**src/rtl/irq_take_pkg.sv**
```systemverilog
package irq_take_pkg;

    typedef enum logic [1:0] {
        PRIV_U   = 2'b00,
        PRIV_S   = 2'b01,
        PRIV_RSV = 2'b10,
        PRIV_M   = 2'b11
    } priv_t;

    localparam int CAUSE_W = 4;
    localparam int ENC_MAX = 16;
    localparam int PRIO_N  = 6;

    // Fixed priority list of cause codes, entry 0 is the most urgent.
    function automatic logic [CAUSE_W-1:0] prio_code(input int idx);
        logic [CAUSE_W-1:0] c;
        case (idx)
            0:       c = 4'd11;
            1:       c = 4'd3;
            2:       c = 4'd7;
            3:       c = 4'd9;
            4:       c = 4'd1;
            default: c = 4'd5;
        endcase
        return c;
    endfunction

endpackage

```
**src/rtl/irq_set_split.sv**
```systemverilog
module irq_set_split #(
    parameter int XLEN = 64
) (
    input  logic [XLEN-1:0] pend,
    input  logic [XLEN-1:0] en,
    input  logic [XLEN-1:0] mask,
    output logic [XLEN-1:0] m_set,
    output logic [XLEN-1:0] s_set,
    output logic            m_any,
    output logic            s_any
);
    logic [XLEN-1:0] live;

    always_comb begin
        live  = pend & en;
        m_set = live & ~mask;
        s_set = live & mask;
        m_any = |m_set;
        s_any = |s_set;
    end
endmodule

```
**src/rtl/irq_priv_gate.sv**
```systemverilog
module irq_priv_gate
    import irq_take_pkg::*;
(
    input  logic [1:0] cur_priv,
    input  logic       m_gie,
    input  logic       s_gie,
    output logic       m_ok,
    output logic       s_ok
);
    always_comb begin
        m_ok = 1'b0;
        s_ok = 1'b0;
        case (priv_t'(cur_priv))
            PRIV_M: m_ok = m_gie;
            PRIV_S: begin
                m_ok = 1'b1;
                s_ok = s_gie;
            end
            PRIV_U: begin
                m_ok = 1'b1;
                s_ok = 1'b1;
            end
            default: begin
                m_ok = 1'b0;
                s_ok = 1'b0;
            end
        endcase
    end
endmodule

```
**src/rtl/irq_cause_enc.sv**
```systemverilog
module irq_cause_enc
    import irq_take_pkg::*;
#(
    parameter int ENC_N = 16
) (
    input  logic [ENC_N-1:0]   set_lo,
    output logic [CAUSE_W-1:0] cause
);
    logic [PRIO_N-1:0] prio_hit;

    genvar g;
    generate
        for (g = 0; g < PRIO_N; g++) begin : g_hit
            localparam int CODE = int'(prio_code(g));
            if (CODE < ENC_N) begin : g_in
                assign prio_hit[g] = set_lo[CODE];
            end else begin : g_out
                assign prio_hit[g] = 1'b0;
            end
        end
    endgenerate

    always_comb begin
        cause = '0;
        // The lowest set bit is the fallback; the reverse scan lets the lowest bit win.
        for (int i = ENC_N - 1; i >= 0; i--) begin
            if (set_lo[i]) cause = CAUSE_W'(i);
        end
        // The listed codes override the fallback; the reverse scan lets the most urgent win.
        for (int k = PRIO_N - 1; k >= 0; k--) begin
            if (prio_hit[k]) cause = prio_code(k);
        end
    end
endmodule

```
**src/rtl/irq_take_select.sv**
```systemverilog
module irq_take_select
    import irq_take_pkg::*;
#(
    parameter int XLEN = 64
) (
    input  logic                clk,
    input  logic                rst_n,
    input  logic [1:0]          cur_priv,
    input  logic [XLEN-1:0]     irq_pend,
    input  logic [XLEN-1:0]     irq_en,
    input  logic [XLEN-1:0]     deleg_mask,
    input  logic                m_gie,
    input  logic                s_gie,
    input  logic                smode_ok,
    output logic                take_vld,
    output logic [1:0]          take_priv,
    output logic [XLEN-1:0]     take_set,
    output logic [CAUSE_W-1:0]  take_cause
);
    localparam int ENC_N = (XLEN < ENC_MAX) ? XLEN : ENC_MAX;

    typedef struct packed {
        logic               vld;
        logic [1:0]         priv;
        logic [XLEN-1:0]    set;
        logic [CAUSE_W-1:0] cause;
    } take_t;

    take_t take_d, take_q;

    logic [XLEN-1:0]    m_set, s_set, sel_set;
    logic               m_any, s_any, m_ok, s_ok;
    logic               pick_m, pick_s;
    logic [CAUSE_W-1:0] enc_cause;

    irq_set_split #(.XLEN(XLEN)) split_i (
        .pend  (irq_pend),
        .en    (irq_en),
        .mask  (deleg_mask),
        .m_set (m_set),
        .s_set (s_set),
        .m_any (m_any),
        .s_any (s_any)
    );

    irq_priv_gate gate_i (
        .cur_priv (cur_priv),
        .m_gie    (m_gie),
        .s_gie    (s_gie),
        .m_ok     (m_ok),
        .s_ok     (s_ok)
    );

    always_comb begin
        pick_m  = m_ok && m_any;
        pick_s  = !pick_m && s_ok && s_any;
        sel_set = pick_m ? m_set : (pick_s ? s_set : '0);
    end

    irq_cause_enc #(.ENC_N(ENC_N)) enc_i (
        .set_lo (sel_set[ENC_N-1:0]),
        .cause  (enc_cause)
    );

    always_comb begin
        take_d = '0;
        if (pick_m || pick_s) begin
            take_d.vld   = 1'b1;
            take_d.priv  = pick_m ? PRIV_M : PRIV_S;
            take_d.set   = sel_set;
            take_d.cause = enc_cause;
        end
    end

    always_ff @(posedge clk or negedge rst_n) begin
        if (!rst_n) take_q <= '0;
        else        take_q <= take_d;
    end

    assign take_vld   = take_q.vld;
    assign take_priv  = take_q.priv;
    assign take_set   = take_q.set;
    assign take_cause = take_q.cause;

    // Delegation is only legal when supervisor mode exists.
    assert_deleg_zero_R12: assert property (@(posedge clk) disable iff (!rst_n)
        !smode_ok |-> (deleg_mask == '0));

    // A valid output always carries a non-empty set.
    assert_vld_set_R2: assert property (@(posedge clk) disable iff (!rst_n)
        take_vld |-> (take_set != '0));

    // Running in machine mode never yields a supervisor target.
    assert_mmode_no_s_R6: assert property (@(posedge clk) disable iff (!rst_n)
        (cur_priv == PRIV_M) |=> (!take_vld || take_priv == PRIV_M));

    // The reserved privilege code produces nothing.
    assert_rsv_none_R8: assert property (@(posedge clk) disable iff (!rst_n)
        (cur_priv == PRIV_RSV) |=> !take_vld);

    // Machine mode with the global enable clear takes nothing.
    assert_mgie_off_R4: assert property (@(posedge clk) disable iff (!rst_n)
        (cur_priv == PRIV_M && !m_gie) |=> !take_vld);

    // The reported cause is a member of the reported set when low bits exist.
    assert_cause_member_R9: assert property (@(posedge clk) disable iff (!rst_n)
        (take_vld && take_set[ENC_N-1:0] != '0) |-> take_set[take_cause]);

endmodule

```
**config.mk**
```make
export PLATFORM = sky130hd
export DESIGN_NAME = irq_take_select
export DESIGN_NICKNAME = d
export VERILOG_FILES = /design/src/rtl/irq_take_pkg.sv /design/src/rtl/irq_set_split.sv /design/src/rtl/irq_priv_gate.sv /design/src/rtl/irq_cause_enc.sv /design/src/rtl/irq_take_select.sv
export SDC_FILE = /design/constraint.sdc
export NUM_CORES = 1
export LEC_CHECK = 0
export CAP_MARGIN = 30
export CORE_AREA = 2 2 104 106
export CTS_CLUSTER_SIZE = 25
export DETAILED_ROUTE_END_ITERATION = 8
export DIE_AREA = 0 0 106 108
export DONT_BUFFER_PORTS = 1
export PLACE_DENSITY = 0.6
export SLEW_MARGIN = 20
export SYNTH_ARGS = -nofsm -noshare
export SYNTH_HDL_FRONTEND = slang
export SYNTH_HIERARCHICAL = 1
export SYNTH_SLANG_ARGS = --single-unit
export TNS_END_PERCENT = 1
```
**constraint.sdc**
```tcl
create_clock -name clk -period 1.1 [get_ports clk]
set_input_delay 0.165 -clock clk [delete_from_list [all_inputs] [get_ports clk]]
set_output_delay 0.165 -clock clk [all_outputs]
set_load 0.01 [all_outputs]
```
== After elaboration in Yosys (flattened, before gate mapping) ==
Index checks and enable logic that the tools add are counted.

* Div/mod/pow operators: 0
* $lt $le $gt $ge: 0
* Bitwise logic cells: 4
* Equal/unequal tests: 2
* Multipliers: 0
* Shift-type cells: 0
* $add $sub $neg: 0
* Reductions and logical operators: 9
* Muxes and demuxes: 22

{| class="wikitable"
|+ Operators by type and width
! kind !! number
|-
| 64-bit AND || 3
|-
| 64-bit two-way mux || 2
|-
| 64-bit OR reduction || 2
|-
| 71-bit two-way mux || 1
|-
| 4-bit two-way mux || 16
|-
| 64-bit inverter || 1
|-
| 1-bit case mux with 2 select lines || 2
|-
| 1-bit logical AND || 3
|-
| 2-bit by 1-bit equality test with 1-bit output (second input constant) || 1
|-
| 2-bit equality test (second input constant) || 1
|-
| 2-bit zero test || 1
|-
| 2-bit two-way mux || 1
|-
| 2-bit OR reduction || 1
|-
| 1-bit zero test || 1
|-
| 1-bit logical OR || 1
|}

* Memories: 0
* Output and inout bits: 71
* Bits of input ports: 199
* Word-level logic and storage cells: 41
* Memory bits (writable): 0
* Flip-flop bits (word level): 71
* Bits in latches: 0
* Memory bits (read-only): 0

== Longest topological paths before layout ==
Gate-level depths: netlist of the first run.

* Depth in word-level cells: 26
* Gate-level depth with buffers: 12
* Mapped depth without buffers: 11

== By module ==
Netlist of the first run, hierarchy kept.

{| class="wikitable"
|+ Modules (own cells, without submodules)
! module !! area an instance (um^2) !! instances !! cells each
|-
| irq_take_select || 3,200.6 || 1 || 323
|-
| irq_set_split || 1,431.4 || 1 || 234
|-
| irq_cause_enc || 177.7 || 1 || 30
|-
| irq_priv_gate || 20.0 || 1 || 4
|}

== Worst setup path after synthesis of the first run ==
Ideal clock, no wire load.

* Path kind: input to register
* Start: in deleg_mask[30]
* End: reg take_q (netlist bit take_cause[2])
* Setup slack: -1.317 ns
* Arrival time: 2.288 ns
* Library setup time: 0.129 ns
* Stages on the path: 12
* Buffers on the path: 2
* Cell sequence: and3_1 > nor4_1 > and4_1 > nand4_1 > buf_4 > buf_4 > nand3_2 > o21ai_2 > or4_4 > a221oi_2 > o21ai_1 > a21boi_0

{| class="wikitable"
|+ RTL lines
! item !! RTL line !! source
|-
| start, declared || irq_take_select.sv:11 || <nowiki>input logic [XLEN-1:0] deleg_mask,</nowiki>
|-
| end signal, assigned || irq_take_select.sv:77 || <nowiki>else take_q <= take_d;</nowiki>
|-
| end, declared || irq_take_select.sv:29 || <nowiki>take_t take_d, take_q;</nowiki>
|}

==> metrics, run 1 <==
initial antenna violation count=0; antenna-violating nets left=0; TritonCTS Sinks=70; pin count of the biggest net entering global routing=between 70 and 80; power per cell area=between 1000 and 1500 nW/um^2; RSZ-0062 raised after global routing=true; total length of routed wires=about 17000 um; CTS buffer count=9; DRT Pass-1 Iters=5; clock slew at reported path FFs=roughly 90 ps; Final min period=roughly 2300 ps; Max transition margin=72.4%; CP Capture Type=flop; status=complete, but fails checks; clock share of power=~36%; fin. max-slew vios=0; Synth Cell Area=4830 sq um; Hold Crit Class=input port to asynchronous set/reset pin; Die Y=~110 um; ratio of cells with drive above 1 in the final layout=between 30% and 40%; VDD IR max=0.644 mV; Int Pwr=around 4700 uW; WP data required=1340 ps; Setup CP Type=input port to flop; crit-path cells=and3_1 > nor4_1 > and4_1 > nand4_1 > buf_6 > nand3_4 > o21ai_4 > or4_4 > o311ai_4 > a21oi_2 > a21boi_2; post-synth top area share=about 36%; Power, Total=roughly 6600 uW; post-DR vias/cell=around 6; Worst-Margin Slew=approximately 410 ps; Clock Path Buffers=2; # IOs=270; register share of total power=a little over two fifths; CTS tree=built; # diodes=0; Lkg Pwr=0.00316 uW; Critical Path End=take_cause[3]$_DFF_PN0_; Starting Density=between 40 and 50%; max-cap violations=0; failing checks=negative hold slack, negative setup slack; Post-Syn Nets=790; Area Growth Syn to Fin=33.4%; cell row count=37; DR WL/cell=~21 um; Setup-failing EPs final=70; htree depth=3; post-synthesis register bit count=70; drt drc=0; # port buffers=0; global route overflow=0; synth warn=6; final hold viol count=70; DIE AREA=roughly 11000 sq um; Core Region=slightly above 10000 sq um; Die Wd=106 um; worst hold slack=-496 ps; first-pass GRT wire length=26000 um; Nets=between 800 and 900; overall routing resource usage=29.3%; Mapped Avg Cell Area=slightly above 8 sq um; Cell variety after synth=35; vias in the first global route=between 5000 and 6000; Slowest-stage cell, CP=or4_4; Root Buffer=clkbuf_8; slowest stage delay, CP=560 ps; most frequent cells in the layout=111 x nand3_1, 111 x buf_4, 70 x dfrtp_1, 58 x o21ai_1, 56 x inv_1; sw frac=28.5%; drt first-iter violations=~350; Max FO, Critical Path=13; area leader, netlist=dfrtp_1; Psw=1880 uW; Seq/Total Area, Yosys=approximately 36%; power share of the combinational group=approximately a fifth; period utilization=212%; slack of the critical path=-1230 ps; cells after synthesis=591; f_max=around 0.43 GHz; routability cong.=between 0.9 and 1; critical path launch point=deleg_mask[11]; Synth area leaders=dfrtp_1 36%, nand3_1 12%, nand3b_1 8.4%; via count=between 5000 and 6000; Post-DP HPWL=roughly 13000 um; final cell utilization of the core=a little over three fifths; Hold-fix buffers, CTS=8; Critical Path AT=around 2600 ps; Worst setup SP type=input port
==> what timing repair did <==
| item | CTS | global route |
|---|---|---|
| hold endpoints to repair | 78 | 70 |
| buffers inserted | 5 | 3 |
| gates cloned | 0 | 0 |
| resized for setup | 36 | 50 |
| endpoints found under the setup margin | 70 | 70 |
| pin swaps | 6 | 14 |
==> metal layers <==
metal / vias to the layer above / part of all wire, % / track usage, %
met5: - / 0 / 1.34
met4: 0 / 3.1 / 11.9
li1: 2364 / - / -
met1: 2443 / 38 / 34.2
met3: 36 / 7.4 / 6.57
met2: 249 / 51 / 52.0
==> Yosys cell counts (all sizes together) <==
cell,n
a21boi,4
a21oi,3
a221oi,2
and2b,1
and3,64
and4,4
buf,37
dfrtp,70
inv,57
nand2,17
nand2b,1
nand3,128
nand3b,54
nand4,8
nor2,17
nor3,1
nor4,24
o2111ai,10
o21ai,83
o311ai,1
o31ai,1
or2,2
or3,1
or4,1
==> worst min path at each step <==
stage,from,end,slack (ps),cells after the start
floorplan,rst_n,take_cause[0]$_DFF_PN0_,-130,0
global placement,rst_n,take_set[53]$_DFF_PN0_,-130,0
detailed placement,rst_n,take_set[53]$_DFF_PN0_,-130,0
CTS,rst_n,take_set[7]$_DFF_PN0_,-510,0
global route,rst_n,take_set[62]$_DFF_PN0_,-520,0
finish,rst_n,take_set[62]$_DFF_PN0_,-500,0
==> cells by family after synthesis <==
family	after synthesis	synth area share, %
buffers and inverters	94	10.1
AOI/OAI and AO/OA	104	12.6
and+or+nand+nor	323	41.0
DFF	70	36.3
==> power groups by stage <==
stage	clock (uW)	sequential, uW	combinational [uW]
after floorplan	0	2850	735
after global placement	0	2890	1130
after detailed placement	0	2890	1140
after CTS	2410	2840	1260
after global routing	2520	2850	1480
final	2360	2840	1380
==> registers in the layout, summed over array words and instances, names as in the netlist <==
register / cells
take_cause: 4
take_priv: 2
take_set: 64
==> worst max-delay path, delay by kind of cell <==
family          cells  cell delay, ps
compound gates      4             550
buf+inv             1             190
simple gates        6            1650
==> layout make-up <==
cell class                      instances  area [sq um]
Clock buffer                           12           145
Clock inverter                          4          70.1
Fill cell                             894          3790
Inverter                               57           219
Multi-Input combinational cell        427          3000
Sequential cell                        70          1750
Tap cell                              136           170
Timing Repair Buffer                  132          1090
==> through the flow <==
stage / instance area (sq um) / worst slack [ps] / hold slack, ps / TNS, ps / cells
5_1_grt: 6440 / -1340 / -521 / -39110 / 838
6_report: 6440 / -1230 / -496 / -35190 / 838
2_1_floorplan: 4890 / -1290 / -131 / -23930 / 591
3_3_place_gp: 5670 / -1750 / -129 / -74880 / 806
4_1_cts: 6200 / -1170 / -512 / -36250 / 835
3_5_place_dp: 5670 / -1860 / -129 / -77850 / 806
Note: power is estimated with default switching activity, not from simulation.
==> run 2: changes to the inputs <==
Settings changed: CORE_AREA 2 2 104 106 to unset, CORE_ASPECT_RATIO set to 1.75, CORE_MARGIN set to 2, CORE_UTILIZATION set to 40, DIE_AREA 0 0 106 108 to unset, PLACE_DENSITY 0.6 to 0.52, RECOVER_POWER set to 50.
==> run 2 against run 1 <==
  * The run still ends with negative hold slack, negative setup slack left
  * First-iteration DRC count fell by 50%
  * Critical path depth rose by 2
  * Combinational power fell by 4%
  * Clock power rose by 40%
  * Hold slack improved by 18 ps
  * Count of clock-buffer cells in the layout fell by 1
  * Fmax fell by 1.7%
  * Critical endpoint is now take_cause[2]$_DFF_PN0_
  * Via count fell by 0.59%
  * Total power rose by 13%
==> metrics, run 2 (synthesis gave the netlist of run 1 again) <==
status=complete, but fails checks; failing checks=negative hold slack, negative setup slack; Fillers=between 1000 and 1500; Psw=between 2000 and 2500 uW; multi-input logic area=roughly 3000 sq um; most common cell after layout, fill and taps aside=nand3_1; RSZ-0062 raised after global routing=true; Final min period=between 2000 and 2500 ps; Starting Density=between 40% and 50%; post-DR vias/cell=approximately 6.2; sw frac=between 20 and 30%; final hold viol count=70; worst hold slack=-477 ps; fin. max-slew vios=0; Inst Count DP=roughly 790; most used routing layer=met2; Setup CP Type=input port to flop; routability cong.=0.896; via count=around 5100; Setup-failing EPs final=70; Post-DP HPWL=between 10000 and 15000 um; total length of routed wires=between 15000 and 20000 um; period utilization=216%; most frequent cells in the layout=111 x nand3_1, 86 x buf_4, 70 x dfrtp_1, 68 x o21ai_1, 56 x inv_1; htree depth=3; # diodes=0; ratio of cells with drive above 1 in the final layout=29.6%; DRT Pass-1 Iters=5; max-cap violations=0; DIE AREA=around 13000 sq um; f_max=between 0.4 and 0.5 GHz; Largest register FFs=between 60 and 70; Worst setup SP type=input port; slack of the critical path=-1270 ps; CP Capture Type=flop; overall routing resource usage=~26%; worst slack, placed=-2110 ps; Hold-fix buffers, CTS=7; Lkg Pwr=between 0.003 and 0.004 uW; Max transition margin=72.8%; power per cell area=roughly 1200 nW/um^2; pin count of the biggest net entering global routing=a little over 70; Root Buffer=clkbuf_16; Core Region=approximately 12000 sq um; CTS tree=built; met2 Track Usage GR=a little under half; initial antenna violation count=0; cell row count=between 50 and 60; Nets=between 800 and 900; Finished Layout Cells=a little over 800; Critical Path AT=around 2600 ps; FF+latch area=1750 sq um; Area Growth Syn to Fin=31.2%; setup TNS=-34680 ps; Die Y=between 100 and 150 um; CTS buffer count=9; Hold Crit Class=input port to asynchronous set/reset pin; clock slew at reported path FFs=60 ps; clock share of power=around 44%; Max FO, Critical Path=15; drt drc=0; Die Wd=between 80 and 90 um; grt met1 use=~28%; register share of total power=about two fifths; # IOs=270; global route overflow=0; Worst-Margin Slew=around 400 ps; met3 layer usage reported by global route=around 5.5%; placed cell area=5540 sq um; first-pass GRT wire length=roughly 26000 um; power share of the combinational group=between 10% and 20%; VDD IR max=0.739 mV; Int Pwr=5440 uW; drt first-iter violations=roughly 170; fin area=~6300 sq um; # port buffers=0; DR WL/cell=21.7 um; antenna-violating nets left=0; WP data required=~1300 ps; vias in the first global route=between 5000 and 6000; Clock Path Buffers=2; TritonCTS Sinks=70
run 2: what timing repair did:
action / 4_1_cts / 5_1_grt
hold endpoints to repair: 77 / 70
pin swaps: 5 / 16
cloned: 0 / 1
endpoints found under the setup margin: 70 / 70
resized for setup: 29 / 44
setup buffers: 0 / 4
run 2: layout make-up:
class,count,area share [%]
Clock buffer,11,3.99
Timing Repair Buffer,105,14.1
Sequential cell,70,27.6
Tap cell,137,2.70
Clock inverter,5,1.28
Multi-Input combinational cell,427,46.7
Timing Repair inverter,1,0.0987
Inverter,57,3.45
run 2: worst max-delay path, cell delays in order:
cell and delay [ps]:
and3_4 170, nor4_4 280, buf_4 150, and4_4 230
nand4_1 130, buf_6 180, buf_12 150, nand3_1 90
o21ai_1 150, or2_2 370, a221oi_4 250, o21ai_1 110
a21boi_2 150
run 2: per-layer routing:
metal,share of wire [%],vias to the layer above
met2,55,267
li1,-,2315
met5,0,-
met4,2.9,0
met3,7.4,32
met1,35,2448
run 2: worst max path at each step:
stage | from | to | cells past startpoint
floorplan | deleg_mask[56] | take_cause[2]$_DFF_PN0_ | 12
global placement | deleg_mask[18] | take_cause[2]$_DFF_PN0_ | 11
detailed placement | deleg_mask[18] | take_cause[0]$_DFF_PN0_ | 12
CTS | deleg_mask[18] | take_cause[2]$_DFF_PN0_ | 11
global route | deleg_mask[56] | take_cause[2]$_DFF_PN0_ | 12
finish | deleg_mask[19] | take_cause[2]$_DFF_PN0_ | 13
run 2: power by group through the flow:
| stage | Combinational, uW | Sequential, uW | Clock (uW) |
|---|---|---|---|
| 2_1_floorplan | 735 | 2850 | 0 |
| 3_3_place_gp | 1100 | 2900 | 0 |
| 5_1_grt | 1410 | 2860 | 3480 |
| 3_5_place_dp | 1110 | 2890 | 0 |
| 4_1_cts | 1210 | 2850 | 3340 |
| 6_report | 1320 | 2840 | 3300 |
run 2: stage by stage:
step / total power, uW / hold slack (ps) / util, %
global placement: 4000 / -129 / 46.7
floorplan: 3590 / -131 / -
finish: 7460 / -477 / 53.4
CTS: 7410 / -493 / 51.3
global route: 7750 / -497 / 53.4
detailed placement: 4010 / -129 / 46.7
